<file path="src/rtl/dec_timer.sv">
module dec_timer #(
  parameter int W = 32
) (
  input  logic         clk,
  input  logic         rst_n,
  input  logic         tick_en,
  input  logic         wr_en,
  input  logic [W-1:0] wr_data,
  input  logic         irq_clear,
  output logic [W-1:0] rd_data,
  output logic         irq
);
  localparam logic [W-1:0] ONE  = W'(1);
  localparam logic [W-1:0] ALL1 = '1;

  logic [W-1:0] cnt;
  logic [W-1:0] cnt_nxt;
  logic         neg_edge;
  logic         irq_q;

  assign cnt_nxt  = wr_en ? wr_data : (tick_en ? cnt - ONE : cnt);
  assign neg_edge = ~cnt[W-1] & cnt_nxt[W-1];

  always_ff @(posedge clk) begin
    if (!rst_n) begin
      cnt   <= ALL1;
      irq_q <= 1'b0;
    end else begin
      cnt   <= cnt_nxt;
      irq_q <= neg_edge | (irq_q & ~irq_clear);
    end
  end

  assign rd_data = cnt;
  assign irq     = irq_q;
endmodule

</file>
<file path="config.mk">
export PLATFORM = sky130hd
export DESIGN_NAME = dec_timer
export DESIGN_NICKNAME = d
export VERILOG_FILES = /design/src/rtl/dec_timer.sv
export SDC_FILE = /design/constraint.sdc
export NUM_CORES = 1
export LEC_CHECK = 0
export BUFFER_PORTS_ARGS = -buffer_cell sky130_fd_sc_hd__buf_2
export CORE_MARGIN = 2
export CORE_UTILIZATION = 44
export DETAILED_ROUTE_END_ITERATION = 12
export MAX_ROUTING_LAYER = met4
export PLACE_DENSITY = 0.73
export SLEW_MARGIN = 20
export SYNTH_ARGS = -nofsm -noshare
export SYNTH_HDL_FRONTEND = slang
export SYNTH_SLANG_ARGS = --single-unit
</file>
<file path="constraint.sdc">
create_clock -name clk -period 1.95 [get_ports clk]
set_clock_uncertainty 0.1 [all_clocks]
set_input_delay 0.585 -clock clk [delete_from_list [all_inputs] [get_ports clk]]
set_output_delay 0.585 -clock clk [all_outputs]
set_load 0.05 [all_outputs]
</file>
Yosys cells after proc, flatten, opt, wreduce, memory -nomap -nowiden. Index checks and enable logic that the tools add are counted.

Add/sub/neg operators: 1. Mux-type cells: 2. Bitwise operators: 5. Reduce and logical (&&, ||, !) cells: 1.

Operators with widths (number): two-way mux 32 bit (2); subtractor 32 x 1 -> 32 bit (second input constant) (1); bitwise AND 1 bit (2); inverter 1 bit (2); nonzero test 2 bit (1); OR 1 bit (1).

Register bits after elaboration: 33. Bits of input ports: 37. Output and inout port bits: 33. Word-level logic and storage cells: 12.

Longest topological paths before layout. Gate-level depths: netlist of the first run.

Word-level depth: 5. Gate-level depth with buffers: 8. Mapped depth without buffers: 7.

Worst setup path after synthesis of the first run. Ideal clock, no wire load.

Path type: reg-to-reg. Start: register cnt[23], in the netlist rd_data[23]. End: register cnt[30], in the netlist rd_data[30]. Setup time: 150 ps. Data arrival time: 1975 ps. Required time: 1700 ps. Path slack: -275 ps. Stages on the path, launching flop included: 6. Buffers on the path: 0. Period minus slack after synthesis: 2225 ps. Cells stage by stage: dfxtp_1 -> or4_4 -> or3_1 -> nor4_1 -> and4b_1 -> a311oi_2.

Cells in the longest elaborated chain, start to end: 3.

Ends and longest elaborated chain: start: declaration (RTL line 16) `logic [W-1:0] cnt;`; start signal: assignment (RTL line 29) `cnt <= cnt_nxt;`; subtractor 32 x 1 -> 32 bit (RTL line 21) `assign cnt_nxt = wr_en ? wr_data : (tick_en ? cnt - ONE : cnt);`; two-way mux 32 bit (2 in series) (RTL line 21).

No other way between the ends. The select of a mux whose other input is x is not followed. A chain may end at the register's enable or synchronous reset.

Worst setup path after layout of the first run.
Start: register cnt[24], in the netlist rd_data[24]. End: register cnt[30], in the netlist rd_data[30].

The elaborated chain is that of the path after synthesis.

==> flow_metrics.py, run 1 <==
metrics = {
    "outcome": {
        "status": "finished clean",
    },
    "cells_and_area": {
        "syn_to_final_growth_pct": 43.67,
        "final_common_cell": "buf_2",
        "finish.instance_area_um2": 2741,
        "fin_nets": 362,
        "drive_gt1_share_pct": 44.62,
        "mostFrequentLayoutCells": "buf_2 (69), buf_4 (31), nand2_1 (24)",
        "fillers": 365,
        "regArea_um2": 680.7,
        "diodes": 0,
        "multi_input_area_um2": 1300,
    },
    "die": {
        "placement_rows": 23,
        "io_pins": 70,
        "core_area_um2": 4086,
        "die_width_um": 69.85,
        "floorplan.initialDensity_pct": 46.69,
        "die_h_um": 69.85,
        "dieArea_um2": 4879,
    },
    "power_and_ir_drop": {
        "ir_drop_uv": 386.1,
        "p_total_mw": 1.746,
        "power_leakage_nw": 1.165,
        "power_density_nw_per_um2": 636.9,
    },
    "sta": {
        "drv_slew": 0,
        "worst_pin_slew_ns": 0.3656,
        "period_minus_slack_ns": 1.915,
        "setup_violations": 0,
        "slew_headroom_pct": 75.43,
        "post-route-period-util_pct": 98.22,
        "hold_viol": 0,
        "rsz0062_at_grt": "yes",
        "timing.setup.tns_ns": 0,
        "max_freq_ghz": 0.5221,
    },
    "yosys": {
        "synth_edf_count": 0,
        "synthXorXnorAreaFrac_pct": 9.639,
        "yosys-mux-area-fraction_pct": 3.672,
        "synth-simple-area-share_pct": 37.18,
        "synthFlopType": "dfxtp_1",
        "synth-warning-count": 0,
        "syn-num-nets": 267,
        "synth.distinct_cells": 44,
        "avgSynthCellArea_um2": 8.332,
        "synth_compound_area_share_pct": 10.82,
        "synth_top_family_by_area": "simple AND/OR/NAND/NOR gates",
        "ys_seq_area_share_pct": 34.62,
        "synthAdderAreaFrac_pct": 0.6557,
        "synth-seq-cells": 33,
        "synthArstFlopShare_pct": 0,
        "synth_cells": 229,
        "synth_area_um2": 1908,
    },
    "clock_network": {
        "root_buffer": "clkbuf_8",
        "cts_max_level": 2,
        "cts_tree": "done",
        "clk_pin_slew_worst_paths_ns": 0.07,
        "cts-buffers-inserted": 5,
        "clock_latency_ns": 0.29,
        "cts.sinks": 33,
        "cts_max_path_buffers": 2,
    },
    "grt": {
        "overflow": 0,
        "grt_util_met2_pct": 34.92,
        "grt_max_degree": 26,
        "grt_pass1_wl_um": 8411,
        "use_met3_pct": 4.906,
        "antenna_found_initial": 0,
        "top_usage_layer": "met2",
        "grt_util_met1_pct": 27.65,
        "grtUsageTotal_pct": 21.57,
        "grt_pass1_vias": 1827,
    },
    "route": {
        "drtAntennaViolNets": 0,
        "drt-initial-drc-count": 105,
        "totalWireLength_um": 5193,
        "via_per_inst": 5.355,
        "drt_first_pass_iters": 4,
        "remaining_drc_errors": 0,
        "vias": 2008,
        "wl_per_cell_um": 13.85,
    },
    "worst_setup_path": {
        "worstPathCellList": "or4_4 > or3_4 > nor4_2 > and4b_1 > a311oi_2",
        "cpPeakStageDelay_ns": 0.54,
        "cp_slowest_cell": "or4_4",
        "crit_type": "reg -> reg",
        "startpoint_type": "register",
        "end_kind": "register",
        "cp.required_ns": 2.01,
        "crit_arrival_ns": 1.97,
        "path_max_fanout": 3,
    },
    "flow_run": {
        "drv_cap": 0,
    },
    "placed_design": {
        "gp_congestion": 0.7888,
        "dp_hpwl_um": 3840,
        "io_buffers": 69,
        "dpl_cell_area_um2": 2545,
    },
    "hold_path": {
        "min_path_type": "in -> reg",
    },
}
## where the power goes
group / switching, mW / internal (mW) / total [mW] / leakage, nW
Combinational: 0.260 / 0.138 / 0.398 / 0.841
Sequential: 0.0575 / 0.719 / 0.776 / 0.271
Clock: 0.253 / 0.319 / 0.572 / 0.0542
## routing by layer
layer	part of all wire, %	vias to the layer above
met3	6.1	2
met5	0	-
met4	0.50	0
met1	46	927
li1	-	1020
met2	48	59
## state kept, by name (all words and copies together), names as in the netlist
| name | cells |
|---|---|
| irq | 1 |
| rd_data | 32 |
## Yosys cell counts (4+ instances only)
master | count | share of area, %
a21oi_1 | 12 | 3.1
and3b_1 | 4 | 1.8
clkbuf_1 | 11 | 2.2
dfxtp_1 | 33 | 35
inv_1 | 5 | 0.98
mux2i_1 | 7 | 3.7
nand2_1 | 24 | 4.7
nand3_1 | 6 | 1.6
nand4_1 | 5 | 1.6
nor2_1 | 17 | 3.3
nor2b_1 | 7 | 2.3
nor3_1 | 14 | 3.7
nor4_1 | 9 | 3.0
nor4b_1 | 4 | 1.8
o211ai_1 | 4 | 1.6
o21ai_0 | 7 | 1.8
xnor2_1 | 10 | 4.6
xor2_1 | 11 | 5.0
## kinds of logic after synthesis
family	count (synthesis)
compound gates	32
simple gates	118
mux	7
xor+xnor	21
buf+inv	17
flops	33
fa+ha+maj	1
## critical path, delay by kind of cell (launching register included)
kind | cells | cell delay (ns)
AOI/OAI and AO/OA | 1 | 0.04
DFF | 1 | 0.34
and+or+nand+nor | 4 | 1.31
## repair_timing
item	4_1_cts	5_1_grt
hold buffers	0	0
setup endpoints to repair	1	14
pin swaps	1	4
cloned	0	0
setup buffers	0	3
endpoints found under the hold margin	0	0
resized for setup	0	15
## path summary, 6_finish.rpt
kind / from / to / slack (ns) / depth (start not counted)
hold / removal: wr_data[3] / rd_data[3] / 0.41 / 3
setup / recovery: rd_data[24] / rd_data[30] / 0.03 / 5
hold reg to reg: rd_data[31] / irq / 0.45 / 2
setup reg to reg: rd_data[24] / rd_data[30] / 0.03 / 5
## area by class of cell
| class | instances | share of cell area, % |
|---|---|---|
| Clock buffer | 7 | 3.514 |
| Clock inverter | 1 | 0.1826 |
| Inverter | 5 | 0.6846 |
| Multi-Input combinational cell | 179 | 47.42 |
| Sequential cell | 33 | 24.83 |
| Tap cell | 50 | 2.282 |
| Timing Repair Buffer | 100 | 21.09 |
## per-stage QoR
| step | instances | setup WS [ns] | utilization (%) | hold slack [ns] |
|---|---|---|---|---|
| 3_5_place_dp | 364 | -0.1795 | 62.28 | 0.4447 |
| 5_1_grt | 375 | -0.005049 | 67.09 | 0.4167 |
| 4_1_cts | 372 | 0.03875 | 64.76 | 0.4040 |
| 2_1_floorplan | 229 | -0.09365 | - | 0.5579 |
| 3_3_place_gp | 364 | -0.1642 | 62.28 | 0.4419 |
| 6_report | 375 | 0.03466 | 67.09 | 0.4061 |
(Power assumes the default switching activity.)
==> run 2, diff against run 1 <==
--- a/config.mk
+++ b/config.mk
@@ -11,6 +11,7 @@
 export DETAILED_ROUTE_END_ITERATION = 12
 export MAX_ROUTING_LAYER = met4
 export PLACE_DENSITY = 0.73
+export SKIP_CTS_REPAIR_TIMING = 1
 export SLEW_MARGIN = 20
 export SYNTH_ARGS = -nofsm -noshare
 export SYNTH_HDL_FRONTEND = slang
==> constraint.sdc (replaced) <==
create_clock -name clk -period 1.95 [get_ports clk]
set_clock_uncertainty 0.1 [all_clocks]
set_input_delay 0.39 -clock clk [delete_from_list [all_inputs] [get_ports clk]]
set_output_delay 0.39 -clock clk [all_outputs]
set_load 0.05 [all_outputs]
==> flow_metrics.py, run 2 (same netlist as run 1, synthesis figures left out) <==
metrics = {
    "outcome": {
        "status": "complete, but fails checks",
        "violations": "setup timing",
    },
    "sta": {
        "rsz0062_at_grt": "yes",
        "layout_setup_ws_ns": -0.02237,
        "period_minus_slack_ns": 1.972,
        "setup_violations": 2,
        "slew_headroom_pct": 63.93,
        "hold_viol": 0,
        "drv_slew": 0,
        "worst_pin_slew_ns": 0.5361,
        "post-route-period-util_pct": 101.1,
        "max_freq_ghz": 0.5070,
        "timing.setup.tns_ns": -0.02541,
    },
    "grt": {
        "grt_pass1_vias": 1838,
        "overflow": 0,
        "grt_pass1_wl_um": 8673,
        "antenna_found_initial": 0,
        "grtUsageTotal_pct": 22.28,
        "grt_max_degree": 27,
    },
    "hold_path": {
        "hold_depth": 3,
        "hold_path_end": "rd_data[14]",
        "worstHoldStart": "wr_data[14]",
        "min_path_type": "in -> reg",
    },
    "worst_setup_path": {
        "reg2reg_to": "irq",
        "end_kind": "register",
        "crit_type": "reg -> reg",
        "crit_arrival_ns": 2.10,
        "startpoint": "rd_data[23]",
        "cp.required_ns": 2.08,
        "startpoint_type": "register",
        "ff2ff_setup_slack_ns": -0.02,
        "r2r-start": "rd_data[23]",
        "path_max_fanout": 4,
        "reg2reg_depth": 5,
    },
    "placed_design": {
        "pre_cts_ws_ns": -0.05051,
        "place_inst": 356,
        "io_buffers": 69,
        "dp_hpwl_um": 3877,
        "dpl_cell_area_um2": 2487,
        "gp_congestion": 0.8528,
    },
    "die": {
        "core_area_um2": 4086,
        "die_h_um": 69.85,
        "io_pins": 70,
        "dieArea_um2": 4879,
        "die_width_um": 69.85,
        "floorplan.initialDensity_pct": 46.69,
        "placement_rows": 23,
    },
    "route": {
        "via_per_inst": 5.361,
        "drt-initial-drc-count": 116,
        "vias": 1962,
        "drt_first_pass_iters": 4,
        "drtAntennaViolNets": 0,
        "wl_per_cell_um": 14.69,
        "remaining_drc_errors": 0,
        "totalWireLength_um": 5376,
    },
    "clock_network": {
        "clk_pin_slew_worst_paths_ns": 0.07,
        "cts_max_path_buffers": 2,
        "clock_latency_ns": 0.30,
        "cts.sinks": 33,
        "cts_tree": "done",
        "root_buffer": "clkbuf_8",
        "cts-buffers-inserted": 5,
        "cts_max_level": 2,
    },
    "cells_and_area": {
        "diodes": 0,
        "finish.instance_area_um2": 2676,
        "final_common_cell": "buf_2",
        "fin_nets": 353,
        "fin_cells": 366,
        "fillers": 351,
        "multi_input_area_um2": 1304,
        "syn_to_final_growth_pct": 40.26,
        "largest_register_ffs": 32,
        "mostFrequentLayoutCells": "buf_2 (69), nand2_1 (24), buf_4 (22)",
        "drive_gt1_share_pct": 43.04,
        "regArea_um2": 690.7,
    },
    "power_and_ir_drop": {
        "power_density_nw_per_um2": 637.2,
        "p_total_mw": 1.705,
        "ir_drop_uv": 331.9,
        "power_leakage_nw": 1.135,
    },
    "flow_run": {
        "drv_cap": 0,
    },
}
## run 2: stage by stage
stage | utilization (%) | hold slack, ns
finish | 65.49 | 0.2145
global route | 65.49 | 0.2211
CTS | 63.07 | 0.2112
detailed placement | 60.87 | 0.4613
global placement | 60.87 | 0.4365
floorplan | - | 0.4173
## run 2: final cells by class
cell class | count | area share (%)
clock buffers | 8 | 3.366
inverters | 5 | 0.7013
multi-input cells | 179 | 48.71
flip-flops and latches | 33 | 25.81
well taps | 50 | 2.338
repair buffers | 91 | 19.07
## run 2: power by group
group / total (mW) / switching [mW] / leakage (nW) / internal [mW]
combinational: 0.386 / 0.255 / 0.820 / 0.131
sequential: 0.783 / 0.0643 / 0.270 / 0.719
clock: 0.536 / 0.249 / 0.0455 / 0.288
## run 2: worst max-delay path by stage
stage / endpoint / slack (ns) / cells after the start
after global routing: rd_data[30] / -0.06 / 5
after detailed placement: rd_data[30] / -0.05 / 5
after floorplan: rd_data[30] / -0.08 / 5
final: irq / -0.02 / 5
after CTS: rd_data[30] / -0.07 / 5
after global placement: rd_data[30] / -0.02 / 5
## run 2: critical path, stage by stage (launching register included)
cell and delay, ns:
dfxtp_4 0.34, or4_4 0.55, nand2b_4 0.17, or4_4 0.53, nand3_2 0.08, and3_1 0.14
## run 2: metal layers
metal / global-route usage [%] / vias to the layer above / part of all wire [%]
met5: - / - / 0
met3: 5.195 / 8 / 5.5
met1: 29.78 / 892 / 46
li1: - / 1005 / -
met4: 6.197 / 0 / 1.3
met2: 33.86 / 57 / 47
==> run 3, diff against run 2 <==
--- a/config.mk
+++ b/config.mk
@@ -7,10 +7,10 @@
 export LEC_CHECK = 0
 export BUFFER_PORTS_ARGS = -buffer_cell sky130_fd_sc_hd__buf_2
 export CORE_MARGIN = 2
-export CORE_UTILIZATION = 44
+export CORE_UTILIZATION = 50
 export DETAILED_ROUTE_END_ITERATION = 12
 export MAX_ROUTING_LAYER = met4
-export PLACE_DENSITY = 0.73
+export PLACE_DENSITY = 0.79
 export SKIP_CTS_REPAIR_TIMING = 1
 export SLEW_MARGIN = 20
 export SYNTH_ARGS = -nofsm -noshare
==> constraint.sdc (replaced) <==
create_clock -name clk -period 2.27 [get_ports clk]
set_clock_uncertainty 0.1 [all_clocks]
set_input_delay 0.454 -clock clk [delete_from_list [all_inputs] [get_ports clk]]
set_output_delay 0.454 -clock clk [all_outputs]
set_load 0.05 [all_outputs]
==> flow_metrics.py, run 3 (same netlist as run 1, synthesis figures left out) <==
metrics = {
    "sta": {
        "worst_pin_slew_ns": 0.5125,
        "slew_headroom_pct": 65.57,
        "hold_slack_ns": 0.2871,
        "rsz0062_at_grt": "no",
        "timing.setup.tns_ns": 0,
        "max_freq_ghz": 0.4819,
        "drv_slew": 0,
        "period_minus_slack_ns": 2.075,
        "setup_violations": 0,
        "post-route-period-util_pct": 91.42,
        "hold_viol": 0,
    },
    "power_and_ir_drop": {
        "power_frac_comb_pct": 20.6,
        "clkPwrFrac_pct": 36.4,
        "swShare_pct": 30.15,
        "power_leakage_nw": 1.038,
        "intPower_mw": 1.080,
        "power_density_nw_per_um2": 617.6,
        "ir_drop_uv": 451.8,
        "p_sw_mw": 0.4660,
        "pwr-share-seq_pct": 43.0,
    },
    "clock_network": {
        "cts-buffers-inserted": 5,
        "cts_tree": "done",
        "clock_latency_ns": 0.28,
        "clk_pin_slew_worst_paths_ns": 0.06,
        "cts_max_level": 2,
        "cts.sinks": 33,
        "cts_max_path_buffers": 2,
        "root_buffer": "clkbuf_8",
    },
    "cells_and_area": {
        "regArea_um2": 660.6,
        "fillers": 339,
        "largest_register_ffs": 32,
        "mostFrequentLayoutCells": "buf_2 (69), dfxtp_1 (33), nand2_1 (24)",
        "final_common_cell": "buf_2",
        "fin_nets": 346,
        "diodes": 0,
        "multi_input_area_um2": 1189,
        "drive_gt1_share_pct": 32.69,
        "syn_to_final_growth_pct": 31.15,
    },
    "grt": {
        "grt_pass1_vias": 1831,
        "grt_max_degree": 28,
        "antenna_found_initial": 0,
        "grt_pass1_wl_um": 8128,
        "overflow": 0,
        "grtUsageTotal_pct": 25.23,
    },
    "placed_design": {
        "dp_hpwl_um": 3776,
        "gp_congestion": 0.8425,
        "io_buffers": 69,
    },
    "die": {
        "die_width_um": 65.78,
        "die_h_um": 65.78,
        "core_area_um2": 3661,
        "io_pins": 70,
        "floorplan.initialDensity_pct": 52.12,
        "dieArea_um2": 4326,
        "placement_rows": 22,
    },
    "flow_run": {
        "drv_cap": 0,
    },
    "route": {
        "vias": 2012,
        "remaining_drc_errors": 0,
        "drt_first_pass_iters": 4,
        "drtAntennaViolNets": 0,
        "wl_per_cell_um": 13.85,
        "via_per_inst": 5.636,
        "drt-initial-drc-count": 135,
        "totalWireLength_um": 4944,
    },
    "worst_setup_path": {
        "crit_arrival_ns": 2.17,
        "crit_type": "reg -> reg",
        "startpoint_type": "register",
        "path_max_fanout": 5,
        "end_kind": "register",
        "cp.required_ns": 2.36,
    },
    "hold_path": {
        "min_path_type": "in -> reg",
    },
    "outcome": {
        "status": "finished clean",
    },
}
run 3: changes by cell type in the layout (fill, tap and decap cells not counted), sizes merged:
cell,previous run,this run
buf,91,84
bufinv,0,1
clkbuf,8,7
run 3: final cells by class:
type	count	area share, %
multi-input combinational	179	47.50
sequential	33	26.40
timing repair buffer	84	18.30
clock buffer	7	3.450
tap	48	2.400
clock inverter	1	1.200
inverter	5	0.7500
run 3: routing by layer:
layer	vias to the layer above	part of all wire (%)	global-route usage (%)
met2	76	48	42.68
met3	10	6.5	5.622
met5	-	0	-
met4	0	2.1	10.16
met1	939	43	28.94
li1	987	-	-
run 3: worst max-delay path, cell delays in order (launching register included):
cell	delay [ns]
dfxtp_1	0.36
or4_4	0.55
or3_1	0.35
nor4_2	0.29
nor4b_1	0.10
a311oi_2	0.24
run 3: stage by stage:
stage	utilization (%)	setup WS (ns)	cells	power, mW	area [um2]
floorplan	-	0.04500	229	0.8925	1908
global placement	65.00	0.2142	349	0.9905	2380
detailed placement	65.00	0.1611	349	0.9954	2380
CTS	68.18	0.1500	357	1.555	2496
global route	68.35	0.04474	357	1.619	2502
finish	68.35	0.1948	357	1.546	2502
run 3: worst paths after layout:
path                     from           to  slack, ns  cells after the start
hold / removal     wr_data[0]   rd_data[0]       0.29                      3
hold reg to reg   rd_data[31]          irq       0.46                      2
setup / recovery  rd_data[24]  rd_data[30]       0.19                      5
setup reg to reg  rd_data[24]  rd_data[30]       0.19                      5
run 3: power groups by stage:
stage	combinational [mW]	sequential [mW]	clock, mW
after floorplan	0.0976	0.795	0
after global placement	0.315	0.675	0
after detailed placement	0.319	0.676	0
after CTS	0.320	0.663	0.572
after global routing	0.342	0.670	0.608
final	0.319	0.664	0.563
